--- src/rtl/twsPkg.sv ---
package twsPkg;

  typedef enum logic [2:0] {
    ST_IDLE,
    ST_ADDR,
    ST_ADDR_ACK,
    ST_HIGH,
    ST_HIGH_ACK,
    ST_LOW,
    ST_LOW_ACK
  } twsState_e;

  // Strobes from the sequencer to the datapath, each valid for one cycle.
  typedef struct packed {
    logic shiftBit;  // sample the data line into the byte shifter
    logic clrBits;   // restart byte collection
    logic keepHigh;  // park the finished first data byte
    logic commit;    // copy the full word to the outputs
  } twsCtl_t;

endpackage

--- src/rtl/twsLineSync.sv ---
module twsLineSync #(
  parameter int SYNC_STAGES = 2
) (
  input  logic clk,
  input  logic rstN,
  input  logic sclIn,
  input  logic sdaIn,
  output logic sdaLvl,
  output logic sclRise,
  output logic sclFall,
  output logic startSeen,
  output logic stopSeen
);

  logic [SYNC_STAGES-1:0] sclChain;
  logic [SYNC_STAGES-1:0] sdaChain;
  logic sclPrev;
  logic sdaPrev;
  logic sclNow;
  logic sdaNow;

  for (genvar i = 0; i < SYNC_STAGES; i++) begin : g_stage
    if (i == 0) begin : g_first
      always_ff @(posedge clk or negedge rstN) begin
        if (!rstN) begin
          sclChain[i] <= 1'b1;
          sdaChain[i] <= 1'b1;
        end else begin
          sclChain[i] <= sclIn;
          sdaChain[i] <= sdaIn;
        end
      end
    end else begin : g_rest
      always_ff @(posedge clk or negedge rstN) begin
        if (!rstN) begin
          sclChain[i] <= 1'b1;
          sdaChain[i] <= 1'b1;
        end else begin
          sclChain[i] <= sclChain[i-1];
          sdaChain[i] <= sdaChain[i-1];
        end
      end
    end
  end

  assign sclNow = sclChain[SYNC_STAGES-1];
  assign sdaNow = sdaChain[SYNC_STAGES-1];

  always_ff @(posedge clk or negedge rstN) begin
    if (!rstN) begin
      sclPrev <= 1'b1;
      sdaPrev <= 1'b1;
    end else begin
      sclPrev <= sclNow;
      sdaPrev <= sdaNow;
    end
  end

  assign sdaLvl    = sdaNow;
  assign sclRise   = sclNow & ~sclPrev;
  assign sclFall   = ~sclNow & sclPrev;
  // A data edge counts as a bus condition only if the clock was high on both samples.
  assign startSeen = sclNow & sclPrev & sdaPrev & ~sdaNow;
  assign stopSeen  = sclNow & sclPrev & ~sdaPrev & sdaNow;

endmodule

--- src/rtl/twsDatapath.sv ---
module twsDatapath
  import twsPkg::*;
#(
  parameter int         ADDR_W   = 7,
  parameter int         DATA_W   = 9,
  parameter logic [6:0] DEV_ADDR = 7'b0011010
) (
  input  logic              clk,
  input  logic              rstN,
  input  logic              sdaLvl,
  input  twsCtl_t           ctl,
  output logic              bitsDone,
  output logic              addrHit,
  output logic [ADDR_W-1:0] wrAddr,
  output logic [DATA_W-1:0] wrData
);

  localparam int BYTE_W = 8;
  localparam int CNT_W  = $clog2(BYTE_W + 1);
  localparam int WORD_W = ADDR_W + DATA_W;

  logic [BYTE_W-1:0] shiftReg;
  logic [BYTE_W-1:0] highByte;
  logic [CNT_W-1:0]  bitCnt;
  logic [WORD_W-1:0] fullWord;

  always_ff @(posedge clk or negedge rstN) begin
    if (!rstN) begin
      shiftReg <= '0;
      bitCnt   <= '0;
    end else if (ctl.clrBits) begin
      shiftReg <= '0;
      bitCnt   <= '0;
    end else if (ctl.shiftBit) begin
      shiftReg <= {shiftReg[BYTE_W-2:0], sdaLvl};
      bitCnt   <= bitCnt + 1'b1;
    end
  end

  always_ff @(posedge clk or negedge rstN) begin
    if (!rstN) begin
      highByte <= '0;
    end else if (ctl.keepHigh) begin
      highByte <= shiftReg;
    end
  end

  assign fullWord = {highByte, shiftReg};

  always_ff @(posedge clk or negedge rstN) begin
    if (!rstN) begin
      wrAddr <= '0;
      wrData <= '0;
    end else if (ctl.commit) begin
      wrAddr <= fullWord[WORD_W-1 -: ADDR_W];
      wrData <= fullWord[DATA_W-1:0];
    end
  end

  assign bitsDone = (bitCnt == CNT_W'(BYTE_W));
  assign addrHit  = (shiftReg[BYTE_W-1:1] == DEV_ADDR) && !shiftReg[0];

endmodule

--- src/rtl/twsControl.sv ---
module twsControl
  import twsPkg::*;
(
  input  logic    clk,
  input  logic    rstN,
  input  logic    sclRise,
  input  logic    sclFall,
  input  logic    startSeen,
  input  logic    stopSeen,
  input  logic    bitsDone,
  input  logic    addrHit,
  output twsCtl_t ctl,
  output logic    sdaPullLow,
  output logic    wrStrobe
);

  twsState_e state;
  twsState_e stateNext;
  logic      strobeNext;

  always_comb begin
    stateNext  = state;
    ctl        = '0;
    strobeNext = 1'b0;
    unique case (state)
      ST_IDLE: begin
        if (startSeen) begin
          stateNext   = ST_ADDR;
          ctl.clrBits = 1'b1;
        end
      end
      ST_ADDR, ST_HIGH, ST_LOW: begin
        if (startSeen || stopSeen) begin
          stateNext = ST_IDLE;
        end else if (sclRise && !bitsDone) begin
          ctl.shiftBit = 1'b1;
        end else if (sclFall && bitsDone) begin
          if (state == ST_ADDR) begin
            stateNext = addrHit ? ST_ADDR_ACK : ST_IDLE;
          end else if (state == ST_HIGH) begin
            stateNext    = ST_HIGH_ACK;
            ctl.keepHigh = 1'b1;
          end else begin
            stateNext = ST_LOW_ACK;
          end
        end
      end
      ST_ADDR_ACK, ST_HIGH_ACK, ST_LOW_ACK: begin
        if (startSeen || stopSeen) begin
          stateNext = ST_IDLE;
        end else if (sclFall) begin
          if (state == ST_ADDR_ACK) begin
            stateNext   = ST_HIGH;
            ctl.clrBits = 1'b1;
          end else if (state == ST_HIGH_ACK) begin
            stateNext   = ST_LOW;
            ctl.clrBits = 1'b1;
          end else begin
            stateNext  = ST_IDLE;
            ctl.commit = 1'b1;
            strobeNext = 1'b1;
          end
        end
      end
      default: stateNext = ST_IDLE;
    endcase
  end

  always_ff @(posedge clk or negedge rstN) begin
    if (!rstN) begin
      state    <= ST_IDLE;
      wrStrobe <= 1'b0;
    end else begin
      state    <= stateNext;
      wrStrobe <= strobeNext;
    end
  end

  assign sdaPullLow = (state == ST_ADDR_ACK) || (state == ST_HIGH_ACK) ||
                      (state == ST_LOW_ACK);

endmodule

--- src/rtl/twsWriteSlave.sv ---
module twsWriteSlave
  import twsPkg::*;
#(
  parameter int         SYNC_STAGES = 2,
  parameter int         ADDR_W      = 7,
  parameter int         DATA_W      = 9,
  parameter logic [6:0] DEV_ADDR    = 7'b0011010
) (
  input  logic              clk,
  input  logic              rstN,
  input  logic              sclIn,
  input  logic              sdaIn,
  output logic              sdaPullLow,
  output logic [ADDR_W-1:0] wrAddr,
  output logic [DATA_W-1:0] wrData,
  output logic              wrStrobe
);

  logic    sdaLvl;
  logic    sclRise;
  logic    sclFall;
  logic    startSeen;
  logic    stopSeen;
  logic    bitsDone;
  logic    addrHit;
  twsCtl_t ctl;

  twsLineSync #(.SYNC_STAGES(SYNC_STAGES)) u_sync (
    .clk(clk), .rstN(rstN), .sclIn(sclIn), .sdaIn(sdaIn),
    .sdaLvl(sdaLvl), .sclRise(sclRise), .sclFall(sclFall),
    .startSeen(startSeen), .stopSeen(stopSeen)
  );

  twsControl u_ctrl (
    .clk(clk), .rstN(rstN), .sclRise(sclRise), .sclFall(sclFall),
    .startSeen(startSeen), .stopSeen(stopSeen), .bitsDone(bitsDone),
    .addrHit(addrHit), .ctl(ctl), .sdaPullLow(sdaPullLow),
    .wrStrobe(wrStrobe)
  );

  twsDatapath #(.ADDR_W(ADDR_W), .DATA_W(DATA_W), .DEV_ADDR(DEV_ADDR)) u_dp (
    .clk(clk), .rstN(rstN), .sdaLvl(sdaLvl), .ctl(ctl),
    .bitsDone(bitsDone), .addrHit(addrHit), .wrAddr(wrAddr), .wrData(wrData)
  );

endmodule

--- config.mk ---
export PLATFORM = sky130hd
export DESIGN_NAME = twsWriteSlave
export DESIGN_NICKNAME = d
export VERILOG_FILES = /design/src/rtl/twsPkg.sv /design/src/rtl/twsLineSync.sv /design/src/rtl/twsDatapath.sv /design/src/rtl/twsControl.sv /design/src/rtl/twsWriteSlave.sv
export SDC_FILE = /design/constraint.sdc
export NUM_CORES = 1
export LEC_CHECK = 0
export BUFFER_PORTS_ARGS = -buffer_cell sky130_fd_sc_hd__buf_4
export CAP_MARGIN = 20
export CORE_MARGIN = 10
export CORE_UTILIZATION = 30
export CTS_BUF_LIST = sky130_fd_sc_hd__clkbuf_4
export DETAILED_ROUTE_END_ITERATION = 10
export MAX_ROUTING_LAYER = met4
export PLACE_DENSITY = 0.52
export REMOVE_ABC_BUFFERS = 1
export SYNTH_ARGS = -nofsm -noshare
export SYNTH_HDL_FRONTEND = slang
export SYNTH_SLANG_ARGS = --single-unit
--- constraint.sdc ---
create_clock -name clk -period 1.8 [get_ports clk]
set_clock_uncertainty 0.1 [all_clocks]
set_input_delay 0.18 -clock clk [delete_from_list [all_inputs] [get_ports clk]]
set_output_delay 0.18 -clock clk [all_outputs]
set_load 0.005 [all_outputs]
==> results of run 1 <==
[cell families (layout without fill, tap and decap cells)]
| group | count (synthesis) | in the layout | synth area share (%) |
|---|---|---|---|
| buf+inv | 8 | 58 | 2.40 |
| flops | 46 | 46 | 60.0 |
| simple gates | 38 | 38 | 11.4 |
| compound gates | 13 | 13 | 4.92 |
| fa+ha+maj | 2 | 2 | 1.30 |
| xor+xnor | 3 | 3 | 1.36 |
| mux | 33 | 33 | 18.7 |
[path summary, 6_finish.rpt]
| kind | from | endpoint | slack [ns] | depth (start not counted) |
|---|---|---|---|---|
| hold reg to reg | u_sync.sclChain[0]$_DFF_PN1_ | u_sync.sclNow$_DFF_PN1_ | 0.27 | 0 |
| hold / removal | rstN | u_ctrl.wrStrobe$_DFF_PN0_ | 0.23 | 2 |
| setup / recovery | u_dp.bitCnt[1]$_DFFE_PN0P_ | u_dp.highByte[6]$_DFFE_PN0P_ | -0.05 | 7 |
| min in group clk | u_sync.sclChain[0]$_DFF_PN1_ | u_sync.sclNow$_DFF_PN1_ | 0.27 | 0 |
| max in group asynchronous | rstN | u_sync.sdaChain[0]$_DFF_PN1_ | 0.96 | 2 |
| setup reg to reg | u_dp.bitCnt[1]$_DFFE_PN0P_ | u_dp.highByte[6]$_DFFE_PN0P_ | -0.05 | 7 |
[sequential cells by signal, indices dropped and copies added (netlist names), 3 cells and up]
name	flops
u_dp.wrData	9
u_dp.bitCnt	4
u_dp.shiftReg	8
u_dp.highByte	8
u_ctrl.state	3
u_dp.wrAddr	7
[stage by stage]
step	cells	TNS, ns	power, mW	utilization (%)
after CTS	270	-0.272	2.11	38.4
after floorplan	139	-0.123	1.39	-
after detailed placement	257	-1.46	1.56	36.7
after global placement	257	-0.416	1.54	36.7
after global routing	270	-0.562	2.21	38.8
final	270	-0.190	2.08	38.8
[Yosys cell counts, drive strengths merged]
master / number / area (um^2)
a21o: 1 / 7.51
nand2: 3 / 11.3
o22ai: 1 / 6.26
o21a: 1 / 7.51
xor2: 2 / 17.5
a31oi: 1 / 6.26
nand2b: 4 / 32.5
dfrtp: 40 / 1000
mux2: 24 / 270
mux2i: 9 / 90.1
nand4: 1 / 6.26
nand3b: 2 / 15.0
nor2: 18 / 67.6
buf: 4 / 31.3
a41o: 1 / 10.0
ha: 2 / 25.0
dfstp: 6 / 158
o2111ai: 1 / 15.0
xnor2: 1 / 8.76
or2: 1 / 8.76
o2bb2ai: 1 / 8.76
nor4b: 1 / 8.76
o21ai: 3 / 15.0
nand3: 1 / 5.00
a41oi: 1 / 8.76
and3b: 1 / 8.76
inv: 4 / 15.0
nor3: 3 / 37.5
a21oi: 2 / 10.0
and3: 2 / 12.5
nor2b: 1 / 6.26
[metal layers]
metal / track usage [%] / share of wire, %
met1: 9.64 / 46
met2: 12.6 / 49
met3: 2.61 / 3.7
met4: 2.93 / 1.3
met5: - / 0
[timing repair]
action	4_1_cts	5_1_grt
hold endpoints to repair	42	0
endpoints found under the setup margin	21	19
resized for setup	3	7
hold buffers	3	0
buffers inserted	2	0
pin swaps	1	0
[cell type report]
| type | count | area, um^2 |
|---|---|---|
| Fill cell | 620 | 3860 |
| Sequential cell | 46 | 1160 |
| Multi-Input combinational cell | 89 | 744 |
| Timing Repair Buffer | 46 | 377 |
| Tap cell | 77 | 96.3 |
| Clock buffer | 5 | 37.5 |
| Clock inverter | 3 | 21.3 |
| Inverter | 4 | 15.0 |
[power by group]
part / internal (mW) / switching [mW]
logic: 0.192 / 0.180
registers: 1.12 / 0.0927
clock network: 0.152 / 0.338
[cells in the final DEF (no fill, tap or decap), types with 2 or more instances in the layout]
master          n
mux2_2         20
o21ai_0         3
ha_1            2
mux2_4          3
nor2_1         18
nor3_4          2
inv_1           3
mux2i_1         9
nand2b_1        3
buf_4          39
dfrtp_1        40
dfstp_2         6
a21oi_1         2
clkbuf_4        5
buf_6           3
nand3b_1        2
dlygate4sd3_1   3
xor2_1          2
nand2_1         3
[worst max-delay path: cells and delay by family (launching register included)]
kind	cells	cell delay, ns
AND/OR/NAND/NOR	3	0.53
multiplexers	1	0.33
adder cells (fa/ha/maj)	1	0.13
flip-flops	1	0.41
buffers and inverters	2	0.24
==> impl_metrics.csv, run 1 <==
group,metric,value,unit
run_status,status,"finished with violations",
run_status,violations,"negative setup slack",
route,post_drt_via_cell_ratio,4.65,
die,die_y,100,um
die,floorplan.die_area,10000,um^2
global_routing,grt_max_degree,47,
sta,tightest_slew,0.567,ns
die,die_w,100,um
worst_setup_path,endpoint_kind,"register",
power_and_ir_drop,irDropWorstVdd,0.413,mV
sta,rsz0062_at_grt,"yes",
synthesis,ys_seq_elements,46,
route,first_pass_iters,4,
cts,clkLatencyLatePin,0.36,ns
route,wirelength,3890,um
global_routing,track_usage,8.12,%
sta,finalHoldViolations,0,
cts,h-tree-depth,2,
sta,max_freq,541,MHz
worst_setup_path,crit_fanout,5,
sta,hold_ws,0.234,ns
sta,finalCriticalPeriod,1.85,ns
synthesis,ys_warn_count,0,
finish,nNetsFinal,198,
global_routing,grt_pass1_wl,6490,um
worst_setup_path,path_cells,"inv_1 > ha_1 > nand3b_1 > or2_4 > nor3_4 > buf_6 > mux2_2",
power_and_ir_drop,p_leak,1.21,nW
synthesis,synthCells,143,
cts,clock_path_buffers,2,
route,wl_per_cell,14.4,um
finish,antenna_cells,0,
die,initial_utilization,30.6,%
worst_setup_path,critPathArrivalTime,2.00,ns
worst_setup_path,worst_setup_path_start_kind,"register",
place,numPortBuffers,21,
finish,areaGrowthSynthToFinish,26.8,%
job,drv_cap,0,
die,ios,22,
route,vias,1256,
global_routing,grt_overflow,0,
cts,numCtsBuffers,5,
cts,clock-sinks,46,
place,dpl_cell_area,2320,um^2
synthesis,seq_area_frac_synth,60.0,%
cts,cts_root_buf,"clkbuf_4",
power_and_ir_drop,power_density,848,nW/um^2
cts,path_clk_slew,0.14,ns
finish,drive_gt1_share,45.6,%
route,drt_iter0_drc,42,
worst_setup_path,critPathMaxStageDelay,0.41,ns
global_routing,grt_pass1_vias,1333,
worst_setup_path,path_class,"register to register",
worst_setup_path,critPathRequiredTime,1.95,ns
sta,slew_headroom,62.2,%
min_path,hold_class,"input port to asynchronous set/reset pin",
sta,slew_viol_final,0,
place,dp_worst_setup_slack,-0.0889,ns
route,ant_nets,0,
global_routing,antenna_found_initial,0,
place,gp_congestion,0.725,
synthesis,netlist_area,1930,um^2
synthesis,avgSynthCellArea,13.5,um^2
sta,finalCritPeriodShare,103,%
finish,fin_area,2450,um^2
die,core-area,6310,um^2
synthesis,ys_types,36,
sta,setup_viol,6,
worst_setup_path,cpMaxStageDelayCell,"dfrtp_1",
route,drcViolationCount,0,
cts,cts_tree,"done",
sta,setup_slack,-0.0468,ns
place,hpwl,2770,um
die,rows,29,
Note: power is estimated with default switching activity, not from simulation.
==> inputs of run 2 (changes only) <==
--- a/config.mk
+++ b/config.mk
@@ -11,8 +11,10 @@
 export CORE_UTILIZATION = 30
 export CTS_BUF_LIST = sky130_fd_sc_hd__clkbuf_4
 export DETAILED_ROUTE_END_ITERATION = 10
+export HOLD_SLACK_MARGIN = 0.15
 export MAX_ROUTING_LAYER = met4
 export PLACE_DENSITY = 0.52
+export RECOVER_POWER = 25
 export REMOVE_ABC_BUFFERS = 1
 export SYNTH_ARGS = -nofsm -noshare
 export SYNTH_HDL_FRONTEND = slang
==> run 2 against run 1 <==
  * The run still ends with negative setup slack left
  * Count of clock-buffer cells in the layout unchanged
  * Sequential cell count unchanged
  * Clock power about the same
  * Die area unchanged
  * Sequential power about the same
  * Cell area down 0.10%
  * Worst hold slack better by 0.034 ns
==> impl_metrics.csv, run 2 (same netlist as run 1, synthesis figures left out) <==
group,metric,value,unit
place,hpwl,2770,um
die,ios,22,
worst_setup_path,critPathMaxStageDelay,0.41,ns
min_path,hold_class,"register to register",
global_routing,grt_overflow,0,
power_and_ir_drop,power_density,849,nW/um^2
sta,finalHoldViolations,0,
worst_setup_path,path_class,"register to register",
worst_setup_path,path_delay_family,"simple AND/OR/NAND/NOR gates",
worst_setup_path,crit_start,"u_dp.bitCnt[1]$_DFFE_PN0P_",
die,die_y,100,um
route,drt_iter0_drc,40,
worst_setup_path,critPathArrivalTime,2.00,ns
die,core-area,6310,um^2
cts,h-tree-depth,2,
worst_setup_path,endpoint_kind,"register",
route,wirelength,3890,um
finish,largest_reg_flops,9,
finish,areaGrowthSynthToFinish,26.7,%
sta,setup_viol,6,
sta,hold_ws,0.267,ns
sta,max_freq,541,MHz
finish,final_common_cell,"dfrtp_1",
finish,antenna_cells,0,
power_and_ir_drop,p_clk_share,23.6,%
worst_setup_path,crit_buf_inv,2,
cts,cts_root_buf,"clkbuf_4",
cts,numCtsBuffers,5,
route,vias,1258,
cts,cts_tree,"done",
route,first_pass_iters,4,
die,rows,29,
finish,nNetsFinal,198,
cts,clkLatencyLatePin,0.36,ns
sta,slew_viol_final,0,
worst_setup_path,path_cells,"inv_1 > ha_1 > nand3b_1 > or2_4 > nor3_4 > buf_6 > mux2_2",
route,post_drt_via_cell_ratio,4.66,
place,numPortBuffers,21,
global_routing,grt_pass1_wl,6490,um
sta,finalCriticalPeriod,1.85,ns
route,wl_per_cell,14.4,um
worst_setup_path,crit_fanout,5,
power_and_ir_drop,netSwitchingFraction,29.4,%
place,dp_worst_setup_slack,-0.0889,ns
sta,slew_headroom,25.7,%
power_and_ir_drop,p_seq_share,58.5,%
sta,finalCritPeriodShare,103,%
worst_setup_path,cpMaxStageDelayCell,"dfrtp_1",
power_and_ir_drop,irDropWorstVdd,0.413,mV
sta,tightest_slew,1.11,ns
route,drcViolationCount,0,
finish,drive_gt1_share,45.1,%
power_and_ir_drop,p_leak,1.20,nW
die,initial_utilization,30.6,%
power_and_ir_drop,combPwrFrac,17.8,%
finish,regMostFlops,"u_dp.wrData",
worst_setup_path,critPathRequiredTime,1.95,ns
place,gp_congestion,0.725,
die,floorplan.die_area,10000,um^2
cts,clock_path_buffers,2,
power_and_ir_drop,switching_power,0.610,mW
cts,path_clk_slew,0.12,ns
route,ant_nets,0,
min_path,hold_start,"u_sync.sdaChain[0]$_DFF_PN1_",
sta,rsz0062_at_grt,"yes",
power_and_ir_drop,intPower,1.47,mW
worst_setup_path,worst_setup_path_start_kind,"register",
finish,final_cell_mix,"dfrtp_1 (40), buf_4 (36), mux2_2 (20)",
run_status,violations,"negative setup slack",
global_routing,antenna_found_initial,0,
power_and_ir_drop,totalPowerFinal,2.08,mW
sta,setup_slack,-0.0467,ns
global_routing,grt_max_degree,47,
finish,reg_top3,"u_dp.wrData x9, u_dp.highByte x8, u_dp.shiftReg x8",
global_routing,track_usage,8.12,%
cts,clock-sinks,46,
worst_setup_path,reg2reg_from,"u_dp.bitCnt[1]$_DFFE_PN0P_",
run_status,status,"finished with violations",
global_routing,grt_pass1_vias,1333,
die,die_w,100,um
job,drv_cap,0,
[run 2: final cells by class]
class                      count  area [um^2]
fill                         621         3870
sequential                    46         1160
timing repair buffer          46          374
tap                           77         96.3
clock inverter                 3         21.3
multi-input combinational     89          744
clock buffer                   5         37.5
inverter                       4         15.0
[run 2: worst paths after layout]
| check | endpoint | slack (ns) | cells after the start |
|---|---|---|---|
| worst max-delay path | u_dp.highByte[6]$_DFFE_PN0P_ | -0.05 | 7 |
| worst min-delay path | u_sync.sdaLvl$_DFF_PN1_ | 0.27 | 0 |
| worst max register to register | u_dp.highByte[6]$_DFFE_PN0P_ | -0.05 | 7 |
| worst min register to register | u_sync.sdaLvl$_DFF_PN1_ | 0.27 | 0 |
| max in group asynchronous | u_dp.bitCnt[0]$_DFFE_PN0P_ | 0.47 | 2 |
| min in group asynchronous | u_dp.highByte[5]$_DFFE_PN0P_ | 0.44 | 2 |
[run 2: metrics by stage]
stage	cell area, um^2	util, %	cells	TNS, ns
2_1_floorplan	1900	-	139	-0.123
5_1_grt	2450	38.8	270	-0.627
6_report	2450	38.8	270	-0.189
3_5_place_dp	2320	36.7	257	-1.46
4_1_cts	2430	38.4	270	-0.272
3_3_place_gp	2320	36.7	257	-0.416
[run 2: routing by layer]
metal,routed length [um],GRT usage (%),up-vias
met5,0,-,-
li1,-,-,596
met3,151,2.61,7
met4,50,2.93,0
met1,1790,9.64,632
met2,1890,12.6,23
[run 2: repair_timing]
action | in CTS | in global routing
setup endpoints to repair | 21 | 19
hold buffers | 3 | 0
resized for setup | 3 | 7
hold endpoints to repair | 48 | 0
pin swaps | 1 | 0
buffers inserted | 2 | 0
[run 2: power by group through the flow]
stage / Clock [mW] / Sequential [mW] / Combinational (mW)
after detailed placement: 0 / 1.24 / 0.328
final: 0.491 / 1.22 / 0.371
after floorplan: 0 / 1.22 / 0.166
after CTS: 0.522 / 1.21 / 0.370
after global routing: 0.569 / 1.23 / 0.409
after global placement: 0 / 1.22 / 0.312
==> inputs of run 3 (changes only) <==
--- a/config.mk
+++ b/config.mk
@@ -13,7 +13,7 @@
 export DETAILED_ROUTE_END_ITERATION = 10
 export HOLD_SLACK_MARGIN = 0.15
 export MAX_ROUTING_LAYER = met4
-export PLACE_DENSITY = 0.52
+export PLACE_DENSITY_LB_ADDON = 0.12
 export RECOVER_POWER = 25
 export REMOVE_ABC_BUFFERS = 1
 export SYNTH_ARGS = -nofsm -noshare
==> run 3 against run 2 <==
  * The flow now finishes without violations
  * Non-clock buffer count shrank 2
  * Total power fell by 1.1%
  * Fmax rose by 3.5%
  * Via count fell by 1.9%
  * Sequential power about the same
  * Setup slack better by 0.062 ns
  * Cell area is 1.2% lower
  * Combinational power shrank 7.3%
  * Die area is the same
  * Global-route usage up 0.051 points
  * Wire length shrank 2.7%
  * Critical path type unchanged
==> impl_metrics.csv, run 3 (same netlist as run 1, synthesis figures left out) <==
group,metric,value,unit
finish,regMostFlops,"u_dp.wrData",
worst_setup_path,endpoint_kind,"register",
finish,nNetsFinal,196,
finish,areaGrowthSynthToFinish,25.2,%
die,ios,22,
finish,antenna_cells,0,
cts,numCtsBuffers,5,
cts,path_clk_slew,0.14,ns
place,dp_cells,256,
cts,cts_tree,"done",
sta,setup_viol,0,
finish,final_cell_mix,"dfrtp_1 (40), buf_4 (35), mux2_2 (22)",
worst_setup_path,path_class,"register to register",
worst_setup_path,critPathRequiredTime,1.96,ns
global_routing,grt_pass1_vias,1328,
worst_setup_path,path_delay_family,"simple AND/OR/NAND/NOR gates",
route,post_drt_via_cell_ratio,4.60,
worst_setup_path,timing.rr.end,"u_dp.highByte[1]$_DFFE_PN0P_",
place,gp_congestion,0.798,
worst_setup_path,r2r_cells,7,
cts,h-tree-depth,2,
place,numPortBuffers,21,
sta,finalCriticalPeriod,1.78,ns
sta,hold_ws,0.269,ns
worst_setup_path,worst_setup_path_start_kind,"register",
sta,finalCritPeriodShare,99.1,%
global_routing,grt_overflow,0,
sta,tightest_slew,1.15,ns
place,dpl_cell_area,2310,um^2
route,drt_iter0_drc,50,
worst_setup_path,path_cells,"inv_1 > ha_1 > nand3b_1 > or2_4 > nor3_4 > buf_6 > mux2_2",
cts,clkLatencyLatePin,0.36,ns
sta,slew_viol_final,0,
power_and_ir_drop,irDropWorstVdd,0.451,mV
worst_setup_path,cpMaxStageDelayCell,"dfrtp_1",
sta,max_freq,560,MHz
global_routing,grt_max_degree,47,
finish,final_cells,268,
power_and_ir_drop,p_leak,1.19,nW
min_path,min_path_cells,0,
finish,final_common_cell,"dfrtp_1",
worst_setup_path,crit_fanout,5,
die,floorplan.die_area,10000,um^2
route,first_pass_iters,4,
route,ant_nets,0,
worst_setup_path,critPathMaxStageDelay,0.40,ns
min_path,hold_end,"u_sync.sdaLvl$_DFF_PN1_",
cts,cts_root_buf,"clkbuf_4",
die,initial_utilization,30.6,%
sta,slew_headroom,23.6,%
run_status,status,"complete, no violations",
die,die_w,100,um
power_and_ir_drop,power_density,849,nW/um^2
global_routing,grt_pass1_wl,6510,um
sta,tns,0,ns
sta,rsz0062_at_grt,"yes",
finish,fin_area,2420,um^2
die,die_y,100,um
min_path,hold_start,"u_sync.sdaChain[0]$_DFF_PN1_",
finish,seqCellArea,1160,um^2
die,rows,29,
min_path,hold_class,"register to register",
finish,largest_reg_flops,9,
global_routing,track_usage,8.17,%
route,vias,1234,
route,wirelength,3780,um
finish,reg_top3,"u_dp.wrData x9, u_dp.highByte x8, u_dp.shiftReg x8",
worst_setup_path,critPathArrivalTime,1.95,ns
finish,nFillCells,643,
route,drcViolationCount,0,
route,wl_per_cell,14.1,um
worst_setup_path,reg2reg_from,"u_dp.bitCnt[0]$_DFFE_PN0P_",
global_routing,antenna_found_initial,0,
die,core-area,6310,um^2
job,drv_cap,0,
cts,clock-sinks,46,
worst_setup_path,rrSetupSlack,0.02,ns
worst_setup_path,crit_buf_inv,2,
finish,multi_input_area,736,um^2
finish,drive_gt1_share,42.4,%
place,hpwl,2720,um
sta,finalHoldViolations,0,
cts,clock_path_buffers,2,
run 3: layer usage:
metal  global-route usage (%)  vias up  share of wire [%]
met5                        -        -                  0
met4                     2.93        0               0.85
met1                     9.86      616                 47
met3                     2.88        3                3.8
li1                         -      597                  -
met2                     12.3       18                 48
run 3: timing repair:
action / in CTS / in global routing
pin swaps: 1 / 0
setup buffers: 0 / 1
setup endpoints to repair: 21 / 21
hold buffers: 3 / 0
endpoints found under the hold margin: 48 / 0
gates resized for setup: 2 / 3
run 3: final cells by class:
class | count | area share (%)
sequential | 46 | 47.9
multi-input combinational | 89 | 30.4
timing repair buffer | 44 | 14.7
tap | 77 | 3.98
clock buffer | 6 | 1.86
inverter | 4 | 0.621
clock inverter | 2 | 0.517
run 3: worst register-to-register path, delay by kind of cell, from the launching register on:
family	cells	cell delay [ns]
buffers and inverters	2	0.22
flip-flops	1	0.40
adder cells (fa/ha/maj)	1	0.13
AND/OR/NAND/NOR	3	0.52
multiplexers	1	0.33
run 3: worst max-delay path by stage:
stage                                    start                      endpoint  slack, ns  depth (start not counted)
floorplan           u_dp.bitCnt[0]$_DFFE_PN0P_  u_dp.highByte[0]$_DFFE_PN0P_      -0.02                          6
global placement    u_dp.bitCnt[0]$_DFFE_PN0P_  u_dp.highByte[2]$_DFFE_PN0P_      -0.05                          7
detailed placement  u_dp.bitCnt[0]$_DFFE_PN0P_    u_dp.bitCnt[0]$_DFFE_PN0P_      -0.08                          7
CTS                 u_dp.bitCnt[0]$_DFFE_PN0P_  u_dp.highByte[0]$_DFFE_PN0P_     -0.009                          7
global route        u_dp.bitCnt[1]$_DFFE_PN0P_  u_dp.highByte[4]$_DFFE_PN0P_      -0.09                          7
finish              u_dp.bitCnt[0]$_DFFE_PN0P_  u_dp.highByte[1]$_DFFE_PN0P_       0.02                          7
run 3: where the power goes:
group | internal (mW) | switching (mW)
Sequential | 1.12 | 0.0868
Clock | 0.170 | 0.331
Combinational | 0.176 | 0.168
run 3: stage by stage:
step / setup WS, ns / total power, mW / utilization [%]
6_report: 0.0155 / 2.05 / 38.3
5_1_grt: -0.0941 / 2.19 / 38.3
4_1_cts: -0.00932 / 2.08 / 38.0
3_5_place_dp: -0.0827 / 1.56 / 36.6
3_3_place_gp: -0.0522 / 1.54 / 36.6
2_1_floorplan: -0.0153 / 1.39 / -
